[config.mk]
export PLATFORM = sky130hd
export DESIGN_NAME = sar_async_ctrl
export DESIGN_NICKNAME = d
export VERILOG_FILES = /design/src/rtl/sar_pkg.sv /design/src/rtl/sar_edge.sv /design/src/rtl/sar_seq.sv /design/src/rtl/sar_reg.sv /design/src/rtl/sar_async_ctrl.sv
export SDC_FILE = /design/constraint.sdc
export NUM_CORES = 1
export LEC_CHECK = 0
export BUFFER_PORTS_ARGS = -buffer_cell sky130_fd_sc_hd__buf_2
export CORE_ASPECT_RATIO = 1.1
export CORE_MARGIN = 1
export CORE_UTILIZATION = 46
export CTS_BUF_LIST = sky130_fd_sc_hd__clkbuf_16
export CTS_CLUSTER_DIAMETER = 120
export DETAILED_ROUTE_END_ITERATION = 10
export PLACE_DENSITY_LB_ADDON = 0.12
export SKIP_CTS_REPAIR_TIMING = 1
export SYNTH_ARGS = -nofsm -noshare
export SYNTH_HDL_FRONTEND = slang
export SYNTH_SLANG_ARGS = --single-unit
[constraint.sdc]
create_clock -name clk -period 1.85 [get_ports clk]
set_input_delay 0.2775 -clock clk [delete_from_list [all_inputs] [get_ports clk]]
set_output_delay 0.2775 -clock clk [all_outputs]
set_load 0.005 [all_outputs]
[src/rtl/sar_pkg.sv]
`timescale 1ns/1ps
package sar_pkg;
   typedef enum logic [1:0] {
      PH_SAMP  = 2'd0,
      PH_SPLIT = 2'd1,
      PH_CONV  = 2'd2
   } phase_e;
endpackage

[src/rtl/sar_edge.sv]
`timescale 1ns/1ps
module sar_edge #(
   parameter int STAGES = 2
) (
   input  logic clk,
   input  logic rst_n,
   input  logic din,
   output logic rise
);
   logic [STAGES-1:0] sync_q;
   logic              last_q;

   if (STAGES < 1) begin : g_bad_stages
      $error("sar_edge: STAGES must be at least 1");
   end

   if (STAGES == 1) begin : g_one
      always_ff @(posedge clk or negedge rst_n) begin
         if (!rst_n) sync_q <= '0;
         else        sync_q <= din;
      end
   end else begin : g_chain
      always_ff @(posedge clk or negedge rst_n) begin
         if (!rst_n) sync_q <= '0;
         else        sync_q <= {sync_q[STAGES-2:0], din};
      end
   end

   always_ff @(posedge clk or negedge rst_n) begin
      if (!rst_n) last_q <= 1'b0;
      else        last_q <= sync_q[STAGES-1];
   end

   assign rise = sync_q[STAGES-1] & ~last_q;
endmodule

[src/rtl/sar_seq.sv]
`timescale 1ns/1ps
module sar_seq
   import sar_pkg::*;
#(
   parameter int RES_BITS = 10,
   localparam int IW = (RES_BITS > 1) ? $clog2(RES_BITS) : 1
) (
   input  logic          clk,
   input  logic          rst_n,
   input  logic          start,
   input  logic          vld,
   output phase_e        phase,
   output logic [IW-1:0] idx,
   output logic          take,
   output logic          last,
   output logic          done,
   output logic          miss
);
   localparam logic [IW-1:0] TOP = IW'(RES_BITS - 1);

   phase_e        phase_q;
   logic [IW-1:0] idx_q;
   logic          abort;
   logic          done_q;
   logic          miss_q;

   if (RES_BITS < 2) begin : g_bad_res
      $error("sar_seq: RES_BITS must be at least 2");
   end

   always_comb begin
      take  = (phase_q == PH_CONV) && vld && !start;
      last  = (idx_q == '0);
      abort = start && (phase_q != PH_SAMP);
   end

   always_ff @(posedge clk or negedge rst_n) begin
      if (!rst_n) begin
         phase_q <= PH_SAMP;
         idx_q   <= TOP;
         done_q  <= 1'b0;
         miss_q  <= 1'b0;
      end else begin
         done_q <= take && last;
         miss_q <= abort;
         case (phase_q)
            PH_SAMP: begin
               if (start) begin
                  phase_q <= PH_SPLIT;
                  idx_q   <= TOP;
               end
            end
            PH_SPLIT: begin
               if (start) phase_q <= PH_SAMP;
               else       phase_q <= PH_CONV;
            end
            PH_CONV: begin
               if (start) begin
                  phase_q <= PH_SAMP;
               end else if (take) begin
                  if (last) phase_q <= PH_SAMP;
                  else      idx_q   <= idx_q - 1'b1;
               end
            end
            default: phase_q <= PH_SAMP;
         endcase
      end
   end

   assign phase = phase_q;
   assign idx   = idx_q;
   assign done  = done_q;
   assign miss  = miss_q;


   idx_hold_chk: assert property (@(posedge clk) disable iff (!rst_n)
      (phase_q == PH_CONV && !vld) |=> $stable(idx_q));

   done_pulse_chk: assert property (@(posedge clk) disable iff (!rst_n)
      done_q |=> !done_q);

   miss_excl_chk: assert property (@(posedge clk) disable iff (!rst_n)
      miss_q |-> !done_q);
endmodule

[src/rtl/sar_reg.sv]
`timescale 1ns/1ps
module sar_reg #(
   parameter int RES_BITS = 10,
   localparam int IW   = (RES_BITS > 1) ? $clog2(RES_BITS) : 1,
   localparam int NCAP = RES_BITS - 1
) (
   input  logic                clk,
   input  logic                rst_n,
   input  logic                conv,
   input  logic                take,
   input  logic                last,
   input  logic [IW-1:0]       idx,
   input  logic                dec,
   output logic [NCAP-1:0]     dac_cm,
   output logic [NCAP-1:0]     dac_p_hi,
   output logic [NCAP-1:0]     dac_n_hi,
   output logic [RES_BITS-1:0] result
);
   logic [RES_BITS-1:1] trial_q;
   logic [RES_BITS-1:0] result_q;

   always_ff @(posedge clk or negedge rst_n) begin
      if (!rst_n) begin
         trial_q  <= '0;
         result_q <= '0;
      end else if (take) begin
         for (int b = 1; b < RES_BITS; b++) begin
            if (idx == IW'(b)) trial_q[b] <= dec;
         end
         if (last) result_q <= {trial_q, dec};
      end
   end

   for (genvar j = 0; j < NCAP; j++) begin : g_cap
      logic decided;
      assign decided     = conv && (IW'(j) >= idx);
      assign dac_cm[j]   = ~decided;
      assign dac_p_hi[j] = decided & ~trial_q[j+1];
      assign dac_n_hi[j] = decided &  trial_q[j+1];
   end

   assign result = result_q;


   dac_legal_chk: assert property (@(posedge clk) disable iff (!rst_n)
      ((dac_p_hi & dac_n_hi) == '0) &&
      ((dac_cm & (dac_p_hi | dac_n_hi)) == '0) &&
      ((~dac_cm & ~(dac_p_hi | dac_n_hi)) == '0));

   result_hold_chk: assert property (@(posedge clk) disable iff (!rst_n)
      !(take && last) |=> $stable(result_q));
endmodule

[src/rtl/sar_async_ctrl.sv]
`timescale 1ns/1ps
module sar_async_ctrl
   import sar_pkg::*;
#(
   parameter int RES_BITS    = 10,
   parameter int SYNC_STAGES = 2,
   localparam int IW   = (RES_BITS > 1) ? $clog2(RES_BITS) : 1,
   localparam int NCAP = RES_BITS - 1
) (
   input  logic                clk,
   input  logic                rst_n,
   input  logic                ext_clk,
   input  logic                cmp_vld,
   input  logic                cmp_dec,
   output logic                samp_ctl,
   output logic                short_ctl,
   output logic [NCAP-1:0]     dac_cm,
   output logic [NCAP-1:0]     dac_p_hi,
   output logic [NCAP-1:0]     dac_n_hi,
   output logic [RES_BITS-1:0] result,
   output logic                done,
   output logic                miss
);
   phase_e        phase;
   logic [IW-1:0] idx;
   logic          start;
   logic          vld_rise;
   logic          take;
   logic          last;

   if (RES_BITS < 2 || RES_BITS > 16) begin : g_bad_res
      $error("sar_async_ctrl: RES_BITS out of range 2..16");
   end

   sar_edge #(.STAGES(SYNC_STAGES)) u_ext_edge (
      .clk(clk), .rst_n(rst_n), .din(ext_clk), .rise(start)
   );

   sar_edge #(.STAGES(SYNC_STAGES)) u_vld_edge (
      .clk(clk), .rst_n(rst_n), .din(cmp_vld), .rise(vld_rise)
   );

   sar_seq #(.RES_BITS(RES_BITS)) u_seq (
      .clk(clk), .rst_n(rst_n), .start(start), .vld(vld_rise),
      .phase(phase), .idx(idx), .take(take), .last(last),
      .done(done), .miss(miss)
   );

   sar_reg #(.RES_BITS(RES_BITS)) u_reg (
      .clk(clk), .rst_n(rst_n), .conv(phase == PH_CONV),
      .take(take), .last(last), .idx(idx), .dec(cmp_dec),
      .dac_cm(dac_cm), .dac_p_hi(dac_p_hi), .dac_n_hi(dac_n_hi),
      .result(result)
   );

   assign samp_ctl  = (phase != PH_CONV);
   assign short_ctl = (phase == PH_SAMP);


   order_chk: assert property (@(posedge clk) disable iff (!rst_n)
      $fell(samp_ctl) |-> !$past(short_ctl));

   short_in_samp_chk: assert property (@(posedge clk) disable iff (!rst_n)
      short_ctl |-> samp_ctl);

   idle_cm_chk: assert property (@(posedge clk) disable iff (!rst_n)
      samp_ctl |-> (&dac_cm));

   done_samp_chk: assert property (@(posedge clk) disable iff (!rst_n)
      done |-> (samp_ctl && short_ctl));

   result_done_chk: assert property (@(posedge clk) disable iff (!rst_n)
      !$stable(result) |-> done);
endmodule

==> summary.md, run 1 <==
| Metric | Value |
|---|---|
| Status | finished with violations |
| Failing checks | DRC, setup timing |
| Clk slew on worst S/H paths | 0.05 ns |
| ANT cells | 0 |
| H-tree levels | 2 |
| Post-Syn Area | 1570 µm² |
| Num ports | 46 |
| Synthesis-stage register bit count | 33 |
| Via count | 1,305 |
| Core ar. | 3150 µm² |
| DRT Pass-1 Iters | 7 |
| Main synth FF type | dfrtp_1 |
| R2r endpoint | u_reg.result[0] |
| Leading cell type in the layout, fill and taps excluded | buf_2 |
| Largest fanout on the critical path | 4 |
| Post-synthesis xor/xnor area fraction | 0.557% |
| Worst Hold Class | in2async |
| Antenna viol nets, final | 0 |
| Final Max Tran Viols | 0 |
| Unique masters post-synth | 34 |
| Worst setup EP type | output port |
| Peak supply drop | 0.720 mV |
| Final Hold Fails | 0 |
| PwrDens | 947 nW/µm² |
| Synthesized area per cell | 11.0 µm² |
| Vias in the first global route | 1,238 |
| Grt total ovfl | 0 |
| Die area | 3660 µm² |
| R2r setup slk | 0.08 ns |
| Setup Viol. Count Final | 11 |
| Fin crit share | 109% |
| Leakage power | 1.14 nW |
| Largest net degree at the start of global routing | 34 |
| Met1 GRT Util | 26.8% |
| FILL cells | 229 |
| Setup slack at placement | 0.0565 ns |
| Max_cap viols | 0 |
| Num CTS Buffers | 5 |
| FFs w/ async S/R, synth | 100% |
| Post-synthesis adder-cell area fraction | 3.98% |
| Most frequent cells in the layout | buf_2 (44), dfrtp_1 (31), mux2_2 (17), buf_4 (17), nor2_1 (16) |
| Syn-to-layout area delta | 44.2% |
| Mapped Cells | 143 |
| Hpwl dp | 2.51 mm |
| Die Span Y | 63.3 µm |
| Req. time, crit path | 1.57 ns |
| Layout cell share with drive strength beyond 1 | 54.7% |
| Post-synth EDFFs | 0 |
| Compound-cell area share of the yosys netlist | 4.14% |
| Root buffer cell | clkbuf_16 |
| Initial antenna violation count | 0 |
| Worst rel slew slack | 52.0% |
| Setup WS post-layout | -0.167 ns |
| Max frequency | 0.496 GHz |
| Cell row count | 21 |
| Worst EP arrival | 1.74 ns |
| First-pass GRT wire length | 5.85 mm |
| Total Wirelength | 3.61 mm |
| Worst reg-to-reg path cell count | 8 |
| GR Util met3 | 5.13% |
| Nets | 223 |
| Main combinational cell family by area after synthesis | simple AND/OR/NAND/NOR gates |
| Worst skew pair latency | 0.27 ns |
| Crit path launch type | flop |
| Width of the die | 57.8 µm |
| Maximum root-to-sink buffer count | 2 |
| Register area share after synthesis | 52.7% |
| Unrepaired setup endpoints after global routing | yes |
| I/O Buffers | 45 |
| WS Path Type | reg2out |
| Initial Util | 49.9% |
| GR peak layer | met2 |
| Simple-Gate Fraction of Synth Area | 21.0% |
| GPL Wtd Cong | 0.862 |
| Syn. warnings | 0 |
| Clk sinks | 33 |
| Final Util | 71.9% |
| CTS tree | yes |
| DR iter-0 viols | 51 |
| Residual DRC count | 4 |
| Clock skew | 0.00464 ns |
| Routed vias/inst | 5.26 |
| Mux share of post-synthesis cell area | 13.6% |
| WHS | 0.0617 ns |
| Net Count, Synth | 153 |
| Drt wl/cell | 14.5 µm |
| Worst-Margin Slew | 0.721 ns |
| GRT Total Usage | 21.1% |
| Final min period | 2.02 ns |
| Routing usage on met2 | 35.0% |
| Reg2Reg Launch Point | u_seq.idx[0] |
flip-flops by register name, summed over array words and instances, names as in the netlist:
register	cells
u_ext_edge.sync_q	2
u_seq.phase	2
u_reg.trial_q	9
u_seq.done	1
u_ext_edge.last_q	1
u_seq.idx	4
u_vld_edge.last_q	1
u_reg.result	10
u_vld_edge.sync_q	2
u_seq.miss	1
cell families after synthesis:
| family | Yosys count |
|---|---|
| adder cells (fa/ha/maj) | 5 |
| AND/OR/NAND/NOR | 60 |
| flip-flops | 33 |
| buffers and inverters | 15 |
| multiplexers | 19 |
| XOR/XNOR | 1 |
| AO/OA/AOI/OAI | 10 |
power breakdown:
group          internal (mW)  switching (mW)
registers              0.807          0.0679
logic                  0.265           0.264
clock network          0.481           0.263
final cells by class:
type                    instances  area [µm²]  area share [%]
flip-flops and latches         33         828            36.5
multi-input cells              95         798            35.2
repair buffers                 66         404            17.8
clock buffers                   5         125            5.52
inverters                      12        58.8            2.59
well taps                      34        42.5            1.88
clock inverters                 3        11.3           0.496
synth_stat cells (2+ instances only):
master	number	share of area, %
ha_1	5	4.0
mux2_2	17	12
nor2_1	19	4.5
dfstp_2	2	3.3
nor2b_1	2	0.80
and3_1	6	2.4
nand2b_1	3	1.2
o21ai_0	3	0.95
o31ai_1	2	0.95
mux2_1	2	1.4
nor3_1	2	0.64
dfrtp_1	31	49
nand2_1	11	2.6
inv_1	11	2.6
nand3_1	6	1.9
nor2_4	2	1.4
nor4_1	2	0.80
per-layer routing:
metal  vias up  part of all wire (%)
met5         -                     0
met4         0                   1.6
met3         6                   5.2
met2        42                    49
met1       635                    44
li1        622                     -
worst max-delay path by stage:
stage | start | end | slack, ns
2_1_floorplan | u_seq.idx[1] | u_reg.result[0] | 0.08
3_3_place_gp | u_seq.phase[0] | dac_p_hi[2] | 0.09
3_5_place_dp | u_ext_edge.sync_q[1] | u_reg.result[8] | 0.06
4_1_cts | u_seq.phase[0] | dac_n_hi[2] | -0.26
5_1_grt | u_seq.phase[0] | dac_p_hi[2] | -0.24
6_report | u_seq.phase[0] | dac_n_hi[2] | -0.17
metrics by stage:
stage | power [mW] | setup TNS [ns] | area (µm²) | std cells
after floorplan | 1.09 | 0 | 1570 | 143
after global placement | 1.24 | 0 | 1890 | 228
after detailed placement | 1.25 | 0 | 1890 | 228
after CTS | 2.00 | -2.24 | 2030 | 236
after global routing | 2.26 | -1.61 | 2270 | 248
final | 2.15 | -0.712 | 2270 | 248
worst max-delay path, stage by stage, from the launching register on:
cell     delay, ns
dfrtp_1       0.37
and2b_4       0.28
inv_6         0.04
nor2_4        0.11
inv_4         0.06
or3_4         0.40
nor2_4        0.09
buf_2         0.11
Power figures use the tool's default switching activity.
==> run 2: changes to the inputs <==
ABC_AREA = 1   (was not set)
==> run 2 against run 1 <==
  * The flow now finishes without violations
  * Cell area rose by 0.11%
  * Area after synthesis rose by 6.3%
  * Register-to-register slack improved by 0.20 ns
  * Routed wire length rose by 2.1%
  * Sequential cell count did not move
  * Non-clock buffer count fell by 11
  * Die area rose by 6.1%
  * Core utilization fell by 5.4 points
  * Critical path depth did not move
  * Sequential share of layout area barely moved
  * Via count rose by 14%
  * Final cell count rose by 25%
  * Largest power group is now combinational logic
  * Highest routed layer unchanged
==> summary.md, run 2 <==
| Metric | Value |
|---|---|
| Clock skew | 0.00558 ns (was 0.00464 ns) |
| Clk slew on worst S/H paths | 0.05 ns (about the same) |
| Grt total ovfl | 0 (unchanged) |
| Antenna viol nets, final | 0 (unchanged) |
| Unique masters post-synth | 21 (was 34) |
| Via count | 1,487 (was 1,305) |
| Mapped Cells | 202 (was 143) |
| Leading cell type in the layout, fill and taps excluded | nand2_1 (was buf_2) |
| Worst EP arrival | 1.54 ns (was 1.74 ns) |
| Crit-path cells | inv_4, ha_4, nand2_2, nor2_2, o21ai_2, nor2_1, buf_2 (was and2b_4, inv_6, nor2_4, inv_4, or3_4, nor2_4, buf_2) |
| Yosys top cell by area | dfrtp_1 (unchanged) |
| Initial antenna violation count | 0 (unchanged) |
| R2r setup slk | 0.28 ns (was 0.08 ns) |
| Drt wl/cell | 11.9 µm (was 14.5 µm) |
| Setup slack at placement | 0.0751 ns (was 0.0565 ns) |
| Post-synth top area share | 46.4% (was 49.3%) |
| Final Hold Fails | 0 (unchanged) |
| Worst reg-to-reg path cell count | 8 (unchanged) |
| Unrepaired setup endpoints after global routing | yes (unchanged) |
| Clk sinks | 33 (unchanged) |
| Routing usage on met2 | 32.6% (was 35.0%) |
| Worst skew pair latency | 0.27 ns (about the same) |
| CP top delay family | flip-flops (was simple AND/OR/NAND/NOR gates) |
| Worst setup EP type | output port (unchanged) |
| Req. time, crit path | 1.57 ns (about the same) |
| GRT Total Usage | 20.8% (was 21.1%) |
| R2r endpoint | u_seq.idx[1] (was u_reg.result[0]) |
| CTS tree | yes (unchanged) |
| Max stage delay cell, worst path | dfstp_2 (was or3_4) |
| Final Total Pwr | 3.25 mW (was 2.15 mW) |
| Crit path launch type | flop (unchanged) |
| Most frequent cells in the layout | nand2_1 (50), buf_2 (45), dfrtp_1 (30) (was buf_2 (44), dfrtp_1 (31), mux2_2 (17), buf_4 (17), nor2_1 (16)) |
| Setup WS post-layout | 0.0359 ns (was -0.167 ns) |
| Largest fanout on the critical path | 6 (was 4) |
| Total Wirelength | 3.68 mm (was 3.61 mm) |
| Syn. warnings | 0 (unchanged) |
| Sequential share of power | 33.6% (was 40.8%) |
| Width of the die | 59.5 µm (was 57.8 µm) |
| Most frequent cell after synthesis | nand2_1 (was dfrtp_1) |
| Post-Syn Area | 1670 µm² (was 1570 µm²) |
| CP Buf/Inv Count | 2 (was 3) |
| Root buffer cell | clkbuf_16 (unchanged) |
| Max frequency | 0.551 GHz (was 0.496 GHz) |
| Critical path's largest stage delay | 0.56 ns (was 0.40 ns) |
| Final instance area | 2270 µm² (about the same) |
| Cell row count | 22 (was 21) |
| Net Count, Synth | 212 (was 153) |
| Setup Viol. Count Final | 0 (was 11) |
| Top post-synthesis cells by count | nand2_1 (53), nor2_1 (32), dfrtp_1 (31) (was dfrtp_1 (31), nor2_1 (19), mux2_2 (17)) |
| Reg2Reg Launch Point | u_seq.idx[0] (unchanged) |
| Combinational power share | 39.1% (was 24.6%) |
| Syn-to-layout area delta | 35.9% (was 44.2%) |
| Final Util | 66.5% (was 71.9%) |
| Vias in the first global route | 1,316 (was 1,238) |
| Largest net degree at the start of global routing | 34 (unchanged) |
| Nets | 271 (was 223) |
| Leakage power | 1.18 nW (was 1.14 nW) |
| Post-DP Area | 1970 µm² (was 1890 µm²) |
| Residual DRC count | 0 (was 4) |
| Post-synth EDFFs | 0 (unchanged) |
| Fin crit share | 98.1% (was 109%) |
| Max reg flops | 10 (unchanged) |
| First-pass GRT wire length | 5.94 mm (was 5.85 mm) |
| ANT cells | 0 (unchanged) |
| Worst rel slew slack | 52.1% (was 52.0%) |
| Worst Hold Class | in2async (unchanged) |
| Final min period | 1.81 ns (was 2.02 ns) |
| WS Path Type | reg2out (unchanged) |
| Met1 GRT Util | 26.2% (was 26.8%) |
| Clock Power Share | 27.4% (was 34.6%) |
| GPL Wtd Cong | 0.922 (was 0.862) |
| Die area | 3880 µm² (was 3660 µm²) |
| Worst-Margin Slew | 0.718 ns (was 0.721 ns) |
| WHS | 0.0625 ns (was 0.0617 ns) |
| Top cells by area, synth | dfrtp_1 (46%), nand2_1 (12%), nor2_1 (7.2%) (was dfrtp_1 (49%), mux2_2 (12%), nor2_1 (4.5%)) |
| PwrDens | 1430 nW/µm² (was 947 nW/µm²) |
| Synthesized area per cell | 8.28 µm² (was 11.0 µm²) |
| Die Span Y | 65.2 µm (was 63.3 µm) |
| DRT Pass-1 Iters | 4 (was 7) |
| CP startpoint | u_seq.idx[0] (was u_seq.phase[0]) |
| Num ports | 46 (unchanged) |
| Sw frac | 35.5% (was 27.7%) |
| GR peak layer | met2 (unchanged) |
| Setup TNS | 0 ns (was -0.712 ns) |
| Main synth FF type | dfrtp_1 (unchanged) |
| Maximum root-to-sink buffer count | 2 (unchanged) |
| Register area share after synthesis | 49.6% (was 52.7%) |
| H-tree levels | 2 (unchanged) |
| Post-Place Cells | 296 (was 228) |
| DR iter-0 viols | 43 (was 51) |
| Core ar. | 3410 µm² (was 3150 µm²) |
| GR Util met3 | 4.13% (was 5.13%) |
| P_int | 2.09 mW (was 1.55 mW) |
| Routed vias/inst | 4.81 (was 5.26) |
| Peak supply drop | 1.09 mV (was 0.720 mV) |
| Switch Pwr | 1.15 mW (was 594 µW) |
| Layout cell share with drive strength beyond 1 | 38.7% (was 54.7%) |
| Final Max Tran Viols | 0 (unchanged) |
| Num CTS Buffers | 5 (unchanged) |
| Max_cap viols | 0 (unchanged) |
| Initial Util | 49.0% (was 49.9%) |
| Final Non-Filler Cells | 309 (was 248) |
| Synthesis-stage register bit count | 33 (unchanged) |
| Status | complete, no violations (was finished with violations) |
| Hpwl dp | 2.55 mm (was 2.51 mm) |
| FFs w/ async S/R, synth | 100% (unchanged) |
| I/O Buffers | 45 (unchanged) |
## run 2: worst max path at each step
stage	to	slack (ns)	depth (start not counted)
6_report	dac_p_hi[8]	0.04	7
3_5_place_dp	dac_p_hi[8]	0.08	7
5_1_grt	dac_p_hi[8]	-0.03	7
3_3_place_gp	dac_p_hi[8]	0.11	7
2_1_floorplan	dac_n_hi[8]	0.1	6
4_1_cts	dac_p_hi[8]	-0.23	7
## run 2: kinds of logic after synthesis
family          share of synthesized area [%]
simple gates                             28.4
flops                                    49.6
buf+inv                                  7.71
compound gates                           10.6
fa+ha+maj                                3.74
## run 2: area by class of cell
cell class	instances	area, µm²
clock buffer	5	125
clock inverter	2	35.0
fill	281	1140
inverter	27	105
multi-input combinational	139	800
sequential	33	830
tap	48	60.1
timing repair buffer	55	317
## run 2: power by group through the flow
| stage | registers (mW) | clock network (mW) | logic, mW |
|---|---|---|---|
| global route | 1.12 | 0.941 | 1.43 |
| CTS | 1.07 | 0.915 | 1.04 |
| detailed placement | 1.08 | 0 | 1.03 |
| global placement | 1.07 | 0 | 1.01 |
| floorplan | 1.09 | 0 | 0.625 |
| finish | 1.09 | 0.888 | 1.27 |
## run 2: per-layer routing
metal / wire, µm / up-vias
li1: - / 759
met4: 99 / 0
met5: 0 / -
met3: 150 / 10
met1: 1670 / 673
met2: 1760 / 45
==> run 3: changes to the inputs <==
CORE_UTILIZATION = 48   (was 46)
CTS_BUF_LIST = sky130_fd_sc_hd__clkbuf_8   (was sky130_fd_sc_hd__clkbuf_16)
SYNTH_HIERARCHICAL = 1   (was not set)
==> run 3 against run 2 <==
  * The run now ends with DRC left
  * Largest cell class unchanged
  * First-iteration DRC count is 74% higher
  * Core utilization shrank 1.8 points
  * Hold slack lost 0.025 ns
  * Clock power is 42% lower
  * Non-clock buffer count decreased by 6
  * Global-route usage up 0.71 points
  * Area after synthesis down 1.4%
  * Sequential cell count did not move
  * Worst setup slack improved by 0.12 ns
  * Combinational power decreased by 17%
  * Power fell by 17%
==> summary.md, run 3 <==
| Metric | Value |
|---|---|
| Clock Power Share | 19.2% (was 27.4%) |
| Vias in the first global route | 1,317 (was 1,316) |
| Req. time, crit path | 1.57 ns (about the same) |
| Crit path launch type | flop (unchanged) |
| Post-DP Area | 1920 µm² (was 1970 µm²) |
| Final Non-Filler Cells | 296 (was 309) |
| Final Max Tran Viols | 0 (unchanged) |
| CP startpoint | u_seq/idx[2] (was u_seq.idx[0]) |
| Switch Pwr | 1.08 mW (was 1.15 mW) |
| Max reg flops | 10 (unchanged) |
| Combinational power share | 39.2% (was 39.1%) |
| Failing checks | DRC |
| Layout cell share with drive strength beyond 1 | 29.4% (was 38.7%) |
| Synthesized area per cell | 7.92 µm² (was 8.28 µm²) |
| Peak supply drop | 0.752 mV (was 1.09 mV) |
| Syn. warnings | 6 (was 0) |
| Register area share after synthesis | 50.3% (was 49.6%) |
| Main synth FF type | dfrtp_1 (unchanged) |
| Total Wirelength | 3.52 mm (was 3.68 mm) |
| Maximum root-to-sink buffer count | 2 (unchanged) |
| Worst setup EP type | output port (unchanged) |
| Max frequency | 0.590 GHz (was 0.551 GHz) |
| Sequential share of power | 41.6% (was 33.6%) |
| Nets | 268 (was 271) |
| Routed vias/inst | 5.10 (was 4.81) |
| Core ar. | 3150 µm² (was 3410 µm²) |
| Register Area | 830 µm² (unchanged) |
| Final Hold Fails | 0 (unchanged) |
| R2r setup slk | 0.23 ns (was 0.28 ns) |
| Leading cell type in the layout, fill and taps excluded | nand2_1 (unchanged) |
| Mapped Cells | 208 (was 202) |
| Die Span Y | 63.5 µm (was 65.2 µm) |
| Worst EP arrival | 1.42 ns (was 1.54 ns) |
| Most frequent cell after synthesis | nand2_1 (unchanged) |
| Initial antenna violation count | 0 (unchanged) |
| Unique masters post-synth | 24 (was 21) |
| Via count | 1,509 (was 1,487) |
| Most frequent cells in the layout | nand2_1 (51), buf_2 (45), nor2_1 (33) (was nand2_1 (50), buf_2 (45), dfrtp_1 (30)) |
| Fin crit share | 91.6% (was 98.1%) |
| Post-Place Cells | 286 (was 296) |
| Multi-input gate area | 727 µm² (was 800 µm²) |
| GPL Wtd Cong | 0.845 (was 0.922) |
| Status | finished with violations (was complete, no violations) |
| Final Total Pwr | 2.69 mW (was 3.25 mW) |
| GRT Total Usage | 21.5% (was 20.8%) |
| Setup WS post-layout | 0.155 ns (was 0.0359 ns) |
| H-tree levels | 2 (unchanged) |
| DR iter-0 viols | 75 (was 43) |
| Antenna viol nets, final | 0 (unchanged) |
| Clk slew on worst S/H paths | 0.07 ns (was 0.05 ns) |
| Final instance area | 2040 µm² (was 2270 µm²) |
| Top post-synthesis cells by count | nand2_1 (51), nor2_1 (36), dfrtp_1 (31) (was nand2_1 (53), nor2_1 (32), dfrtp_1 (31)) |
| P_int | 1.62 mW (was 2.09 mW) |
| Drt wl/cell | 11.9 µm (about the same) |
| Die area | 3670 µm² (was 3880 µm²) |
| CTS tree | yes (unchanged) |
| Largest fanout on the critical path | 12 (was 6) |
| Num CTS Buffers | 5 (unchanged) |
| Max_cap viols | 0 (unchanged) |
| Yosys top cell by area | dfrtp_1 (unchanged) |
| Setup Viol. Count Final | 0 (unchanged) |
| Root buffer cell | clkbuf_8 (was clkbuf_16) |
| Cell row count | 21 (was 22) |
| Worst Hold Class | in2async (unchanged) |
| Final min period | 1.69 ns (was 1.81 ns) |
| Synthesis-stage register bit count | 33 (unchanged) |
| PwrDens | 1320 nW/µm² (was 1430 nW/µm²) |
| Sw frac | 40.0% (was 35.5%) |
| I/O Buffers | 45 (unchanged) |
| Clk sinks | 33 (unchanged) |
| Clock skew | 0.00792 ns (was 0.00558 ns) |
| ANT cells | 0 (unchanged) |
| First-pass GRT wire length | 5.91 mm (was 5.94 mm) |
| Setup slack at placement | 0.163 ns (was 0.0751 ns) |
| Width of the die | 57.9 µm (was 59.5 µm) |
| Top cells by area, synth | dfrtp_1 (47%), nand2_1 (12%), nor2_1 (8.2%) (was dfrtp_1 (46%), nand2_1 (12%), nor2_1 (7.2%)) |
| Grt total ovfl | 0 (unchanged) |
| Worst skew pair latency | 0.29 ns (was 0.27 ns) |
| WS Path Type | reg2out (unchanged) |
| Leakage power | 1.12 nW (was 1.18 nW) |
| FFs w/ async S/R, synth | 100% (unchanged) |
| FILL cells | 305 (was 281) |
| Net Count, Synth | 215 (was 212) |
| Unrepaired setup endpoints after global routing | no (was yes) |
| Initial Util | 52.3% (was 49.0%) |
| Worst rel slew slack | 51.8% (was 52.1%) |
| Hpwl dp | 2.45 mm (was 2.55 mm) |
| DRT Pass-1 Iters | 7 (was 4) |
| Post-Syn Area | 1650 µm² (was 1670 µm²) |
| Syn-to-layout area delta | 23.9% (was 35.9%) |
| Residual DRC count | 5 (was 0) |
| Worst-Margin Slew | 0.723 ns (was 0.718 ns) |
| Num ports | 46 (unchanged) |
| Post-synth EDFFs | 0 (unchanged) |
| Reg2Reg Launch Point | u_seq/idx[0] (was u_seq.idx[0]) |
| Post-synth top area share | 47.1% (was 46.4%) |
| Largest net degree at the start of global routing | 34 (unchanged) |
==> run 3: cell count changes after synthesis, sizes merged, moves of 2 or more <==
cell / delta
o21bai: +5
ha: -3
nor2: +6
nor3: +2
o21ai: -12
nand3: +11
inv: +2
nand4: -5
==> run 3: cell type report <==
class                      instances  share of cell area, %
timing repair buffer              49                   12.5
multi-input combinational        144                   35.6
inverter                          28                   5.15
sequential                        33                   40.6
clock inverter                     3                  0.674
clock buffer                       5                   3.37
tap                               34                   2.08
==> run 3: cells by family (layout without fill, tap and decap cells) <==
kind of cell,Yosys count,count (layout),synth area share [%]
AOI/OAI and AO/OA,21,21,7.67
buffers and inverters,31,85,7.29
DFF,33,33,50.3
adders and majority gates,2,2,1.52
and+or+nand+nor,121,121,33.3
==> run 3: layer usage <==
layer / track usage, % / vias up / share of wire, %
met5: 0 / - / 0
met4: 8.63 / 0 / 1.6
met3: 6.57 / 5 / 5.7
met2: 35.5 / 50 / 48
met1: 25.9 / 696 / 45
li1: - / 758 / -
==> run 3: path summary, 6_finish.rpt <==
kind	cells after the start	endpoint
setup / recovery	4	dac_p_hi[8]
hold / removal	1	u_reg/result[5]
max in group asynchronous	1	u_seq/idx[2]
hold reg to reg	0	u_ext_edge/sync_q[1]
setup reg to reg	7	u_reg/result[5]
min in group clk	1	u_vld_edge/sync_q[0]
==> run 3: worst max-delay path, stage by stage (launching register included) <==
cell and delay [ns]:
dfrtp_2 0.51, inv_1 0.21, nand3_1 0.15, a21oi_1 0.14, buf_2 0.12
==> run 3: power by group through the flow <==
| stage | combinational, mW | clock, mW | sequential (mW) |
|---|---|---|---|
| floorplan | 0.616 | 0 | 1.11 |
| global placement | 0.964 | 0 | 1.13 |
| detailed placement | 0.983 | 0 | 1.13 |
| CTS | 0.987 | 0.533 | 1.12 |
| global route | 1.21 | 0.578 | 1.15 |
| finish | 1.06 | 0.516 | 1.12 |
==> run 3: stage by stage <==
| step | hold WS [ns] | TNS [ns] | utilization [%] |
|---|---|---|---|
| floorplan | -0.0181 | 0 | - |
| detailed placement | 0.336 | 0 | 60.8 |
| global placement | 0.333 | 0 | 60.8 |
| finish | 0.0371 | 0 | 64.8 |
| CTS | 0.0630 | -0.106 | 63.4 |
| global route | 0.0761 | 0 | 64.8 |
